File: config.mk
export PLATFORM = sky130hd
export DESIGN_NAME = scan_sram_addr
export DESIGN_NICKNAME = d
export VERILOG_FILES = /design/src/rtl/scan_sram_pkg.sv /design/src/rtl/scan_cfg_decode.sv /design/src/rtl/scan_ring_ptr.sv /design/src/rtl/scan_pin_map.sv /design/src/rtl/scan_sram_addr.sv
export SDC_FILE = /design/constraint.sdc
export NUM_CORES = 1
export LEC_CHECK = 0
export BUFFER_PORTS_ARGS = -buffer_cell sky130_fd_sc_hd__buf_2
export CAP_MARGIN = 20
export CORE_MARGIN = 2
export CORE_UTILIZATION = 59
export DETAILED_ROUTE_END_ITERATION = 8
export GPL_ROUTABILITY_DRIVEN = 0
export PLACE_DENSITY = 0.87
export SETUP_SLACK_MARGIN = 0.4
export SKIP_LAST_GASP = 1
export SLEW_MARGIN = 20
export SYNTH_ARGS = -nofsm -noshare
export SYNTH_HDL_FRONTEND = slang
export SYNTH_SLANG_ARGS = --single-unit
File: constraint.sdc
create_clock -name clk -period 4.9 [get_ports clk]
set_input_delay 0.735 -clock clk [delete_from_list [all_inputs] [get_ports clk]]
set_output_delay 0.735 -clock clk [all_outputs]
set_load 0.01 [all_outputs]
File: src/rtl/scan_sram_pkg.sv
package scan_sram_pkg;

  typedef enum logic [1:0] {
    SZ_64K  = 2'd0,
    SZ_128K = 2'd1,
    SZ_256K = 2'd2,
    SZ_RSVD = 2'd3
  } size_mode_e;

  typedef enum logic [1:0] {
    ACC_NONE = 2'd0,
    ACC_COEF = 2'd1,
    ACC_WR   = 2'd2,
    ACC_RD   = 2'd3
  } acc_e;

endpackage

File: src/rtl/scan_cfg_decode.sv
module scan_cfg_decode
  import scan_sram_pkg::*;
#(
  parameter int PIN_W        = 18,
  parameter int COEF_LO_LOG2 = 14,
  parameter int COEF_HI_LOG2 = 15
) (
  input  size_mode_e       size_mode,
  input  logic             hi_res,
  output logic [PIN_W-1:0] ring_base,
  output logic [PIN_W-1:0] ring_last,
  output logic [PIN_W-1:0] coef_mask,
  output logic             bad_cfg
);

  localparam logic [PIN_W-1:0] ONE      = {{(PIN_W-1){1'b0}}, 1'b1};
  localparam logic [PIN_W-1:0] BASE_LO  = ONE << COEF_LO_LOG2;
  localparam logic [PIN_W-1:0] BASE_HI  = ONE << COEF_HI_LOG2;
  localparam logic [PIN_W-1:0] ALL_ONES = {PIN_W{1'b1}};
  localparam logic [PIN_W-1:0] LAST_S   = ALL_ONES >> 2;
  localparam logic [PIN_W-1:0] LAST_M   = ALL_ONES >> 1;

  always_comb begin
    ring_base = hi_res ? BASE_HI : BASE_LO;
    coef_mask = ring_base - ONE;
    unique case (size_mode)
      SZ_64K:  ring_last = LAST_S;
      SZ_128K: ring_last = LAST_M;
      default: ring_last = ALL_ONES;
    endcase
    bad_cfg = (size_mode == SZ_RSVD) || ((size_mode == SZ_64K) && hi_res);
  end

endmodule

File: src/rtl/scan_ring_ptr.sv
module scan_ring_ptr #(
  parameter int PIN_W = 18
) (
  input  logic             clk,
  input  logic             rst,
  input  logic [PIN_W-1:0] ring_base,
  input  logic [PIN_W-1:0] ring_last,
  input  logic             adv,
  output logic [PIN_W-1:0] ptr,
  output logic [PIN_W-1:0] ptr_inc
);

  always_comb begin
    ptr_inc = (ptr == ring_last) ? ring_base : ptr + 1'b1;
  end

  always_ff @(posedge clk) begin
    if (rst)      ptr <= ring_base;
    else if (adv) ptr <= ptr_inc;
  end

  // the pointer always stays inside the ring
  a_r3_ptr_in_ring: assert property (@(posedge clk) disable iff (rst)
    (ptr >= ring_base) && (ptr <= ring_last))
    else $error("pointer left the ring");

endmodule

File: src/rtl/scan_pin_map.sv
module scan_pin_map
  import scan_sram_pkg::*;
#(
  parameter int PIN_W = 18
) (
  input  size_mode_e       size_mode,
  input  logic [PIN_W-1:0] logical,
  output logic [PIN_W-1:0] phys
);

  localparam logic [PIN_W-1:0] MASK_S = {PIN_W{1'b1}} >> 2;
  localparam logic [PIN_W-1:0] MASK_M = {PIN_W{1'b1}} >> 1;

  always_comb begin
    unique case (size_mode)
      SZ_64K: begin
        phys            = logical & MASK_S;
        phys[PIN_W-2]   = ~logical[PIN_W-3];
        phys[PIN_W-1]   = 1'b0;
      end
      SZ_128K: begin
        phys            = logical & MASK_M;
        phys[PIN_W-1]   = ~logical[PIN_W-2];
      end
      default: phys = logical;
    endcase
  end

endmodule

File: src/rtl/scan_sram_addr.sv
module scan_sram_addr
  import scan_sram_pkg::*;
#(
  parameter int PIN_W        = 18,
  parameter int COEF_LO_LOG2 = 14,
  parameter int COEF_HI_LOG2 = 15
) (
  input  logic                    clk,
  input  logic                    rst,
  input  logic [1:0]              size_mode,
  input  logic                    hi_res,
  input  logic                    coef_req,
  input  logic [COEF_HI_LOG2-1:0] coef_idx,
  input  logic                    wr_stb,
  input  logic                    rd_stb,
  output logic [PIN_W-1:0]        sram_addr,
  output logic                    addr_valid,
  output logic                    buf_full,
  output logic                    buf_empty,
  output logic                    cfg_err
);

  size_mode_e       mode;
  logic [PIN_W-1:0] ring_base, ring_last, coef_mask;
  logic             bad_cfg;
  logic [PIN_W-1:0] wr_ptr, wr_inc, rd_ptr, rd_inc;
  logic [PIN_W-1:0] coef_log, sel_log, sel_phys;
  logic             do_coef, do_wr, do_rd;
  acc_e             acc;

  assign mode = size_mode_e'(size_mode);

  scan_cfg_decode #(
    .PIN_W(PIN_W), .COEF_LO_LOG2(COEF_LO_LOG2), .COEF_HI_LOG2(COEF_HI_LOG2)
  ) u_cfg (
    .size_mode(mode), .hi_res(hi_res), .ring_base(ring_base),
    .ring_last(ring_last), .coef_mask(coef_mask), .bad_cfg(bad_cfg)
  );

  scan_ring_ptr #(.PIN_W(PIN_W)) u_wptr (
    .clk(clk), .rst(rst), .ring_base(ring_base), .ring_last(ring_last),
    .adv(do_wr), .ptr(wr_ptr), .ptr_inc(wr_inc)
  );

  scan_ring_ptr #(.PIN_W(PIN_W)) u_rptr (
    .clk(clk), .rst(rst), .ring_base(ring_base), .ring_last(ring_last),
    .adv(do_rd), .ptr(rd_ptr), .ptr_inc(rd_inc)
  );

  // flags come straight from the registered pointers
  always_comb begin
    buf_empty = (wr_ptr == rd_ptr);
    buf_full  = (wr_inc == rd_ptr);
  end

  // one grant per cycle: lookup, then write, then read
  always_comb begin
    do_coef = !bad_cfg && coef_req;
    do_wr   = !bad_cfg && !coef_req && wr_stb && !buf_full;
    do_rd   = !bad_cfg && !coef_req && !do_wr && rd_stb && !buf_empty;
    if (do_coef)    acc = ACC_COEF;
    else if (do_wr) acc = ACC_WR;
    else if (do_rd) acc = ACC_RD;
    else            acc = ACC_NONE;
  end

  always_comb begin
    coef_log = {{(PIN_W-COEF_HI_LOG2){1'b0}}, coef_idx} & coef_mask;
    unique case (acc)
      ACC_COEF: sel_log = coef_log;
      ACC_WR:   sel_log = wr_ptr;
      ACC_RD:   sel_log = rd_ptr;
      default:  sel_log = '0;
    endcase
  end

  scan_pin_map #(.PIN_W(PIN_W)) u_map (
    .size_mode(mode), .logical(sel_log), .phys(sel_phys)
  );

  always_ff @(posedge clk) begin
    if (rst) begin
      sram_addr  <= '0;
      addr_valid <= 1'b0;
      cfg_err    <= 1'b0;
    end else begin
      cfg_err    <= bad_cfg;
      addr_valid <= (acc != ACC_NONE);
      if (acc != ACC_NONE) sram_addr <= sel_phys;
    end
  end

  // full and empty never together
  a_r5_full_empty_excl: assert property (@(posedge clk) disable iff (rst)
    !(buf_full && buf_empty))
    else $error("full and empty together");

  // write refused while full
  a_r5_no_write_when_full: assert property (@(posedge clk) disable iff (rst)
    (buf_full && wr_stb && !coef_req) |=> $stable(wr_ptr))
    else $error("write pointer moved while full");

  // read refused while empty
  a_r6_no_read_when_empty: assert property (@(posedge clk) disable iff (rst)
    (buf_empty && rd_stb && !coef_req && !wr_stb) |=> $stable(rd_ptr))
    else $error("read pointer moved while empty");

  // read pointer takes the wrapped successor
  a_r4_read_step: assert property (@(posedge clk) disable iff (rst)
    do_rd |=> (rd_ptr == $past(rd_inc)))
    else $error("read pointer step wrong");

  // split pins in 64K mode
  a_r7_pin_pair_small: assert property (@(posedge clk) disable iff (rst)
    (addr_valid && mode == SZ_64K && !cfg_err) |->
      (sram_addr[PIN_W-2] != sram_addr[PIN_W-3]) && !sram_addr[PIN_W-1])
    else $error("64K pin pairing broken");

  // split pins in 128K mode
  a_r8_pin_pair_mid: assert property (@(posedge clk) disable iff (rst)
    (addr_valid && mode == SZ_128K) |->
      (sram_addr[PIN_W-1] != sram_addr[PIN_W-2]))
    else $error("128K pin pairing broken");

  // no access while configuration is bad
  a_r10_err_no_access: assert property (@(posedge clk) disable iff (rst)
    cfg_err |-> !addr_valid)
    else $error("access issued under bad config");

  // a lookup under good config is always served
  a_r11_coef_served: assert property (@(posedge clk) disable iff (rst)
    (coef_req && !bad_cfg) |=> addr_valid)
    else $error("lookup not served");

endmodule

# Word level (Yosys, flattened, before mapping)
# Cells that the tools add are included.
# classes
mux,13
n_reduce_logical,18
bitwise_logic,3
eq_ne,9
n_addsub,3
# ops
op,n
$mux W18,6
$eq A18 B18 Y1,4
$pmux W18 S2,2
$pmux W18 S3,1
$add A18 B1 Y18 const B,2
$and A15 B18 Y18,1
$sub A18 B1 Y18 const B,1
$mux W16,1
$logic_and A1 B1 Y1,8
$eq A2 B2 Y1 const B,3
$mux W2,3
$reduce_bool A2 Y1,3
$logic_not A1 Y1,5
$eq A2 B1 Y1 const B,2
$logic_not A2 Y1,1
$not A1 Y1,2
$logic_or A1 B1 Y1,1
# word_totals
regBits,56
elab_cells,51
out_inout_bits,22
input_bits,23

# Depth between registers and ports, before layout
# Gate-level depths: netlist of run 1.
# logic_depth
word_depth,18
mapped_depth,13
ltp_nobuf,10

# Hierarchy
# From an unflattened synthesis of run 1, not the netlist that was laid out.
# hier_totals
hier_cells,507
area_unflattened_um2,5235.0
# by_module_without_submodules
module,seq_area_each_um2,cells_each,area_per_inst_um2,instances
scan_ring_ptr,540.5,131,1591.5,2
scan_sram_addr,400.4,166,1481.4,1
scan_cfg_decode,0.0,58,419.2,1
scan_pin_map,0.0,21,151.4,1

# Worst setup path before layout of run 1
# OpenSTA, ideal clock, no wires.
# synth_timing
kind,input -> register
start,input size_mode[1]
end,"register u_rptr.ptr[0], enable pin"
setup_ns,0.375
t_arrival_ns,3.366
required_time_ns,4.525
path_stages,11
path_buffers,2
path_slack_ns,1.160
cell_sequence,clkbuf_1 or4_1 o311ai_1 and2_1 o21ai_1 xnor2_1 or4b_4 o21ai_4 buf_6 nand2_1 nand2_1
# synth_between
elab_chain_len,12
word_cells_on_any_way,19
classes_between,4 x eq/ne; 2 x mux; 13 x reduce/logical
# synth_rtl
element,line_no,source
"start, declared",scan_sram_addr.sv:10,"input logic [1:0] size_mode,"
$eq A2 B1 Y1 or $logic_not A2 Y1 (tied branches),"scan_cfg_decode.sv:26, scan_cfg_decode.sv:31",
$pmux W18 S2 or $logic_and A1 B1 Y1 (tied branches),"scan_cfg_decode.sv:26, scan_cfg_decode.sv:31",
$eq A18 B18 Y1 or $logic_or A1 B1 Y1 (tied branches),"scan_ring_ptr.sv:14, scan_cfg_decode.sv:31",
$mux W18 or $logic_not A1 Y1 (tied branches),"scan_ring_ptr.sv:14, scan_sram_addr.sv:59, scan_sram_addr.sv:60",
$eq A18 B18 Y1 or $logic_and A1 B1 Y1 (tied branches),"scan_sram_addr.sv:53, scan_sram_addr.sv:59, scan_sram_addr.sv:60",
$logic_not A1 Y1 or $logic_and A1 B1 Y1 (tied branches),scan_sram_addr.sv:59,do_wr = !bad_cfg && !coef_req && wr_stb && !buf_full;
$logic_and A1 B1 Y1,scan_sram_addr.sv:59,
$logic_not A1 Y1,scan_sram_addr.sv:60,do_rd = !bad_cfg && !coef_req && !do_wr && rd_stb && !buf_empty;
$logic_and A1 B1 Y1 * (3 in a row),scan_sram_addr.sv:60,
$reduce_bool A2 Y1 (no source line) *,--,
"end signal, assigned",scan_ring_ptr.sv:18,if (rst) ptr <= ring_base;
"end signal, assigned",scan_ring_ptr.sv:19,else if (adv) ptr <= ptr_inc;
"end, declared",scan_ring_ptr.sv:9,"output logic [PIN_W-1:0] ptr,"
# Mark *: on every way between the ends. The rest lies on a longest branch, timed or not.
# A chain may end at the register's enable or synchronous reset.

# Worst setup path in the final report of run 1
# layout_timing
start,register u_wptr.ptr[0]
end,"register u_rptr.ptr[0], enable pin"
# layout_between
elab_chain_len,10
word_cells_on_any_way,13
classes_between,1 x add/sub; 3 x eq/ne; 1 x mux; 8 x reduce/logical
# layout_rtl
element,line_no,source
"start, declared",scan_ring_ptr.sv:9,
"start signal, assigned",scan_ring_ptr.sv:18,
"start signal, assigned",scan_ring_ptr.sv:19,
$add A18 B1 Y18 or $eq A18 B18 Y1 (tied branches),scan_ring_ptr.sv:14,ptr_inc = (ptr == ring_last) ? ring_base : ptr + 1'b1;
$mux W18,scan_ring_ptr.sv:14,
$eq A18 B18 Y1,scan_sram_addr.sv:53,buf_full = (wr_inc == rd_ptr);
$logic_not A1 Y1,scan_sram_addr.sv:59,
$logic_and A1 B1 Y1,scan_sram_addr.sv:59,
$logic_not A1 Y1,scan_sram_addr.sv:60,
$logic_and A1 B1 Y1 (2 in a row),scan_sram_addr.sv:60,
$logic_and A1 B1 Y1 *,scan_sram_addr.sv:60,
$reduce_bool A2 Y1 (no source line) *,--,
# Marks and branches as above.

==> results.md, run 1 <==
* Critical Path Source Type: flop
* Total congestion overflow at 0
* Worst Setup Slack, final at about 810 ps
* Unrepaired setup endpoints after global routing: false
* Non-Filler Instances at between 500 and 600
* Filler instances at approximately 530
* Post-detailed-route count of antenna-violating nets at 0
* CTS Buf Count at 5
* Core area at between 6000 and 7000 um2
* H-tree depth at 2
* Crit. End Element: flop
* Initial drt markers at ~540
* Top cells by area, synth: edfxtp_1, dfxtp_1, xnor2_1
* Worst-Margin Slew at 831 ps
* Hold Crit Class: flop to flop
* Status: finished, final reports clean
* Type of the worst setup path: flop to flop
* Most common cell after layout, fill and taps aside: nor2_1
* Setup bufs post-CTS at 0
* Max-slew violation count at 0
* Post-CTS Hold Buffers at 0
* Register area share after synthesis at 0.392
* CTS tree: yes
* Highest-count cells in the layout ignoring fill and taps: nor2_1, buf_2, nand2_1
* Overall Global Routing Usage at 0.274
* Mapped Area at about 3800 um2
* Synth area leader: edfxtp_1
* Die width at ~84 um
* DP Worst Slack at between 900 and 1000 ps
* Share of the synthesized area in the top cell type at 0.286
* Num ports at 45
* Post-synth EDFFs at 36
* Worst Skew at 11.5 ps
* Leakage at between 1 and 1.5 nW
* Fin util at 0.646
* Mapped Nets at between 400 and 500
* CTS sink count at 56
* Slew headroom at 0.445
* Post-Syn Area per Cell at between 8 and 9 um2
* Placed inst area at ~3900 um2
* Gate Count Post-Synth at approximately 430
* Placed cells at approximately 510
* Router iterations before antenna repair at 6
* Share of layout cells above drive strength 1 at 0.142
* Post-CTS sizing at 0
* Area of the multi-input gates at just over 2000 um2
* DRC violation count after routing at 0
* Area taken by flip-flops and latches at 1480 um2
* Tmin final at 4090 ps
* Setup Viol. Count Final at 0
* Vias in the first global route at between 3k and 4k
* VDD IR max at roughly 0.00019 V
* Fmax at about 0.24 GHz
* Max-cap violation count at 0
* Top FF cell, synth: edfxtp_1
* Antenna violations before repair at 0
* WL per Instance at around 18 um
* Total Power at about 1.2 mW
* CP arrival at around 4000 ps
* Asr flop ratio synth at 0
* Hold Fails Final Rpt at 0
* # diodes at 0
* Area grow syn2layout at 7.36%
* Row cnt at 29
* Die height at around 84 um
* Pwr/cell area at around 290 nW/um2
* Vias post-DR at 3372
* Worst hold slack at 475 ps
* Clk root buf: clkbuf_8
* Post-DP HPWL at approximately 6700 um
* Global-route wire length before repair at 15600 um
* Clk Latency, worst-skew pair at 320 ps
* Largest net degree at the start of global routing at 34
* Yosys cell types at 66
* IO Port Bufs at between 40 and 50
* DRT Wirelength at ~9400 um
* Final Cycle Share at 0.834
* Longest Clk Path Bufs at 2
* Nets at about 470
* Post-layout instance area at 4050 um2
* Setup TNS Final at 0 ps
* Starting Density at 0.602
* Vias per cell at around 6.5
* Worst EP required at a little under 5000 ps
* CP Max Fanout at 18
* Clk slew on worst S/H paths at approximately 100 ps
* YS warnings at 0
* Die footprint at a little over 7000 um2
* FF+latch count, synth at 56
[state kept, by name, indices dropped and copies added, names as in the netlist]
name / cells
addr_valid: 1
cfg_err: 1
sram_addr: 18
u_rptr.ptr: 18
u_wptr.ptr: 18
[cells by family (layout without fill, tap and decap cells)]
group                    after synthesis  after routing  synth area share
AND/OR/NAND/NOR                      178            178             0.246
AO/OA/AOI/OAI                         78             78             0.147
XOR/XNOR                              56             56             0.130
flip-flops                            56             56             0.392
buffers and inverters                 53             68            0.0643
multiplexers                           5              5            0.0136
adder cells (fa/ha/maj)                2              2           0.00663
[Yosys cell counts (all sizes together) (3+ instances only)]
master   n
xnor2   33
clkbuf  25
buf     14
nand3   31
o21ai   11
inv     13
o22ai    3
dfxtp   20
and2     5
a32oi   13
edfxtp  36
xor2    23
a31oi   19
mux2i    4
nor3     9
nand2b   3
nor4     8
a21oi    9
o21a     4
and3     7
nand2   40
or3      5
and4b    3
nor2    49
nand4    7
[power by group]
group          internal, mW  switching [mW]  total (mW)
registers             0.551          0.0719       0.623
logic                 0.101           0.134       0.234
clock network         0.164           0.156       0.319
total                 0.815           0.361        1.18
[path summary, 6_finish.rpt]
| path | start | to | slack, ps | cells after the start |
|---|---|---|---|---|
| max | u_wptr.ptr[0]$_SDFFCE_PP0P_ | u_rptr.ptr[0]$_SDFFCE_PP0P_ | 810 | 10 |
| min | sram_addr[15]$_SDFFE_PP0P_ | sram_addr[15]$_SDFFE_PP0P_ | 480 | 2 |
| min reg2reg | sram_addr[15]$_SDFFE_PP0P_ | sram_addr[15]$_SDFFE_PP0P_ | 480 | 2 |
| max reg2reg | u_wptr.ptr[0]$_SDFFCE_PP0P_ | u_rptr.ptr[0]$_SDFFCE_PP0P_ | 810 | 10 |
[worst max-delay path, cell delays in order, from the launching register on]
cell      delay [ps]
edfxtp_1         560
ha_1             310
nand3_1          330
nor4_2           470
nand2_1          320
a31oi_1          280
o21bai_1         100
or4b_4           520
o21ai_4          190
nand2_1           70
nand2_1          560
[routing by layer]
metal | track usage | part of all wire | up-vias
met5 | 0 | 0 | -
met4 | 0.114 | 0.034 | 0
met3 | 0.0663 | 0.11 | 44
met2 | 0.423 | 0.45 | 208
met1 | 0.369 | 0.41 | 1550
li1 | - | - | 1570
[layout make-up]
type                       instances  share of cell area
sequential                        56               0.365
clock buffer                       8              0.0302
multi-input combinational        319               0.510
tap                               77              0.0238
timing repair buffer              46              0.0580
inverter                          14              0.0130
No activity file was read; power rests on OpenSTA's default activity.
==> run 2, diff against run 1 <==
--- a/config.mk
+++ b/config.mk
@@ -5,13 +5,14 @@
 export SDC_FILE = /design/constraint.sdc
 export NUM_CORES = 1
 export LEC_CHECK = 0
+export ABC_AREA = 1
 export BUFFER_PORTS_ARGS = -buffer_cell sky130_fd_sc_hd__buf_2
 export CAP_MARGIN = 20
 export CORE_MARGIN = 2
 export CORE_UTILIZATION = 59
 export DETAILED_ROUTE_END_ITERATION = 8
 export GPL_ROUTABILITY_DRIVEN = 0
-export PLACE_DENSITY = 0.87
+export PLACE_DENSITY = 0.86
 export SETUP_SLACK_MARGIN = 0.4
 export SKIP_LAST_GASP = 1
 export SLEW_MARGIN = 20
==> constraint.sdc (replaced) <==
create_clock -name clk -period 4.2 [get_ports clk]
set_input_delay 0.63 -clock clk [delete_from_list [all_inputs] [get_ports clk]]
set_output_delay 0.63 -clock clk [all_outputs]
set_load 0.01 [all_outputs]
==> run 2 against run 1 <==
The flow now finishes with violations (design-rule violations). Utilization is 1.2 points higher. Combinational power increased by 36%. Critical endpoint is now buf_full. Hold slack got worse by 6.1 ps. Sequential power grew 14%. Critical path type is now flop to output port. Sequential cell count stayed put. Critical path depth increased by 2. Highest routed layer unchanged.
==> results.md, run 2 <==
* Core area at 6420 um2 (+2.3%)
* Clk slew on worst S/H paths at 100 ps (about the same)
* Worst Hold Endpoint: sram_addr[1]$_SDFFE_PP0P_
* Initial drt markers at 546 (+0.55%)
* Starting Density at 0.613 (+0.0119)
* Largest net degree at the start of global routing at 26 (-24%)
* Most frequent cells after synthesis: nand2_1, nor2_1, inv_1
* Post-layout instance area at 4220 um2 (+4.2%)
* WP buf/inv at 1 (+1)
* Hold Crit Class: flop to flop
* Critical Path Source Type: flop
* Vias per cell at 6.00 (-7.4%)
* CTS tree: yes
* Post-CTS sizing at 0 (unchanged)
* Worst-Margin Slew at 828 ps (-2.74 ps)
* Leakage at 1.89 nW (+27%)
* Mapped Area at 3940 um2 (+4.3%)
* CP Max Fanout at 18 (unchanged)
* Worst path slowest cell: a2111oi_0
* Die width at 85.7 um (+2.0%)
* Overall Global Routing Usage at 0.295 (+0.0214)
* Vias post-DR at 3939 (+17%)
* Delay-heaviest family, CP: simple AND/OR/NAND/NOR gates
* Failing checks: design-rule violations
* Die footprint at 7350 um2 (+4.1%)
* Longest Clk Path Bufs at 2 (unchanged)
* Tmin final at ~3600 ps
* Type of the worst setup path: flop to output port
* # diodes at 0 (unchanged)
* Post-detailed-route count of antenna-violating nets at 0 (unchanged)
* CTS sink count at 56 (unchanged)
* Critical Path, Cell by Cell: ha_1, nand2_1, nor2_2, nand2_4, nor2_4, nand2_4, nand2_1, o21ai_0, a2111oi_0, nand2_1, nor3_1, buf_2
* IO Port Bufs at 44 (unchanged)
* Status: complete, but fails checks
* Crit path top cell by count: nand2_1
* Adder-cell share of the synthesized area at 0.00635 (-0.000276)
* FF+latch count, synth at 56 (unchanged)
* R2R Path Start: u_wptr.ptr[1]$_SDFFCE_PP0P_
* Clk Latency, worst-skew pair at 320 ps (about the same)
* CP arrival at 3000 ps (-1030 ps)
* Top cells by area, synth: edfxtp_1, nand2_1, dfxtp_1
* Worst EP required at 3570 ps (-1280 ps)
* Post-Syn Area per Cell at 7.22 um2 (-18%)
* Antenna violations before repair at 0 (unchanged)
* WL per Instance at 16.2 um (-10%)
* Asr flop ratio synth at 0 (unchanged)
* Most numerous cell in the Yosys netlist: nand2_1
* Met2 Usage GRT at 0.477 (+0.0540)
* Reg-to-reg slack, setup at 720 ps (-90 ps)
* Post-CTS Hold Buffers at 0 (unchanged)
* Post-synthesis compound-gate area fraction at 0.0924 (-0.0547)
* Area taken by flip-flops and latches at 1480 um2 (unchanged)
* Synth Area in Simple Gates at 0.360 (+0.114)
* Top FF cell, synth: edfxtp_1
* Nets at 603 (+29%)
* Most common cell after layout, fill and taps aside: nand2_1
* GR Layer Usage met1 at 0.380 (+0.0114)
* Post-DP HPWL at 8100 um (+21%)
* Vias in the first global route at 3635 (+12%)
* DRC violation count after routing at 8 (+8)
* DRT Wirelength at 10600 um (+13%)
* Top flop regs: sram_addr: 18 flops, u_rptr.ptr: 18 flops, u_wptr.ptr: 18 flops
* Row cnt at 29 (unchanged)
* GRT busiest layer: met2
* Setup bufs post-CTS at 0 (unchanged)
* Num ports at 45 (unchanged)
* Fmax at 0.275 GHz
* Hold_sp: sram_addr[1]$_SDFFE_PP0P_
* Total congestion overflow at 0 (unchanged)
* Area of the multi-input gates at 2090 um2 (+1.0%)
* Share of the synthesized area in the top cell type at 0.274 (-0.0119)
* Highest-count cells in the layout ignoring fill and taps: nand2_1, nor2_1, inv_1
* Max incr delay on CP at 480 ps (-80 ps)
* Mux cell area share after synthesis at 0 (-0.0136)
* Largest family of logic cells by synthesized area: simple AND/OR/NAND/NOR gates
* Placed inst area at 4140 um2 (+5.6%)
* Synth area leader: edfxtp_1
* Setup Viol. Count Final at 0 (unchanged)
* Final Cycle Share at 0.865
* Die height at 85.7 um (+2.0%)
* Met3 global-route usage at 0.0510 (-0.0153)
* H-tree depth at 2 (unchanged)
* Slew headroom at 0.447 (+0.00183)
* Hold Fails Final Rpt at 0 (unchanged)
* Router iterations before antenna repair at 8 (+2)
* Global-route wire length before repair at 17100 um (+9.8%)
* Filler instances at 558 (+6.1%)
* Yosys cell types at 40 (-39%)
* Max-cap violation count at 0 (unchanged)
* Crit. End Element: output port
* Post-Synth XOR/XNOR Area at 0.0711 (-0.0588)
* VDD IR max at 0.000186 V (about the same)
* Worst Skew at 7.99 ps (-3.53 ps)
* R2R depth at 14 (+4)
* Worst R2R End: u_rptr.ptr[3]$_SDFFCE_PP0P_
* Mapped Nets at 571 (+26%)
* Setup TNS Final at 0 ps (unchanged)
* CTS Buf Count at 5 (unchanged)
* Share of layout cells above drive strength 1 at 0.145 (+0.00287)
* YS warnings at 0 (unchanged)
* Unrepaired setup endpoints after global routing: false
* Register area share after synthesis at 0.376 (-0.0163)
* Post-synth EDFFs at 36 (unchanged)
* Hold path depth at 2 (unchanged)
* Pwr/cell area at 314 nW/um2 (+8.2%)
* Area grow syn2layout at 7.21%
* Max-slew violation count at 0 (unchanged)
* Clk root buf: clkbuf_8
* Gate Count Post-Synth at 546 (+28%)
==> run 2: changes by cell type after synthesis, sizes merged, moves of 12 or more <==
cell    change
nand2     +102
inv        +54
nor2       +25
xnor2      -22
a21oi      +15
a32oi      -13
clkbuf     -13
o21ai      +12
==> run 2: worst min-delay path, cell delays in order, from the launching register on <==
cell and delay [ps]:
dfxtp_1 320, nand2_1 60, a21oi_1 50
==> run 2: metal layers <==
metal / up-vias / part of all wire
met4: 0 / 0.049
met2: 265 / 0.45
met1: 1756 / 0.39
met5: - / 0
li1: 1856 / -
met3: 62 / 0.11
==> run 2: cells by family after synthesis <==
| kind of cell | count (synthesis) |
|---|---|
| AND/OR/NAND/NOR | 304 |
| flip-flops | 56 |
| XOR/XNOR | 32 |
| adder cells (fa/ha/maj) | 2 |
| buffers and inverters | 87 |
| AO/OA/AOI/OAI | 65 |
==> run 2: report_power, final <==
part / switching (mW) / leakage (nW) / internal (mW) / total, mW
Clock: 0.178 / 0.0399 / 0.117 / 0.295
Sequential: 0.0678 / 0.538 / 0.643 / 0.711
Combinational: 0.206 / 1.31 / 0.114 / 0.319
==> run 2: area by class of cell <==
class	count	share of cell area
clock buffer	7	0.0181
inverter	67	0.0595
multi-input combinational	403	0.494
sequential	56	0.351
tap	77	0.0228
clock inverter	1	0.000889
timing repair buffer	45	0.0539
==> run 2: worst max path at each step <==
stage	from	to	slack (ps)	cells after the start
finish	u_wptr.ptr[1]$_SDFFCE_PP0P_	buf_full	570	12
global route	u_wptr.ptr[1]$_SDFFCE_PP0P_	buf_full	490	12
CTS	u_wptr.ptr[1]$_SDFFCE_PP0P_	buf_full	660	12
detailed placement	size_mode[1]	u_rptr.ptr[2]$_SDFFCE_PP0P_	780	16
global placement	size_mode[1]	u_rptr.ptr[3]$_SDFFCE_PP0P_	930	13
floorplan	size_mode[1]	u_wptr.ptr[0]$_SDFFCE_PP0P_	1330	16
==> run 2: stage by stage <==
stage	hold slack (ps)	std cells	utilization	total power [mW]	setup WS, ps
floorplan	487	546	-	0.933	1330
global placement	450	648	0.645	1.01	927
detailed placement	461	648	0.645	1.03	777
CTS	475	656	0.658	1.31	660
global route	521	656	0.658	1.38	487
finish	469	656	0.658	1.33	567
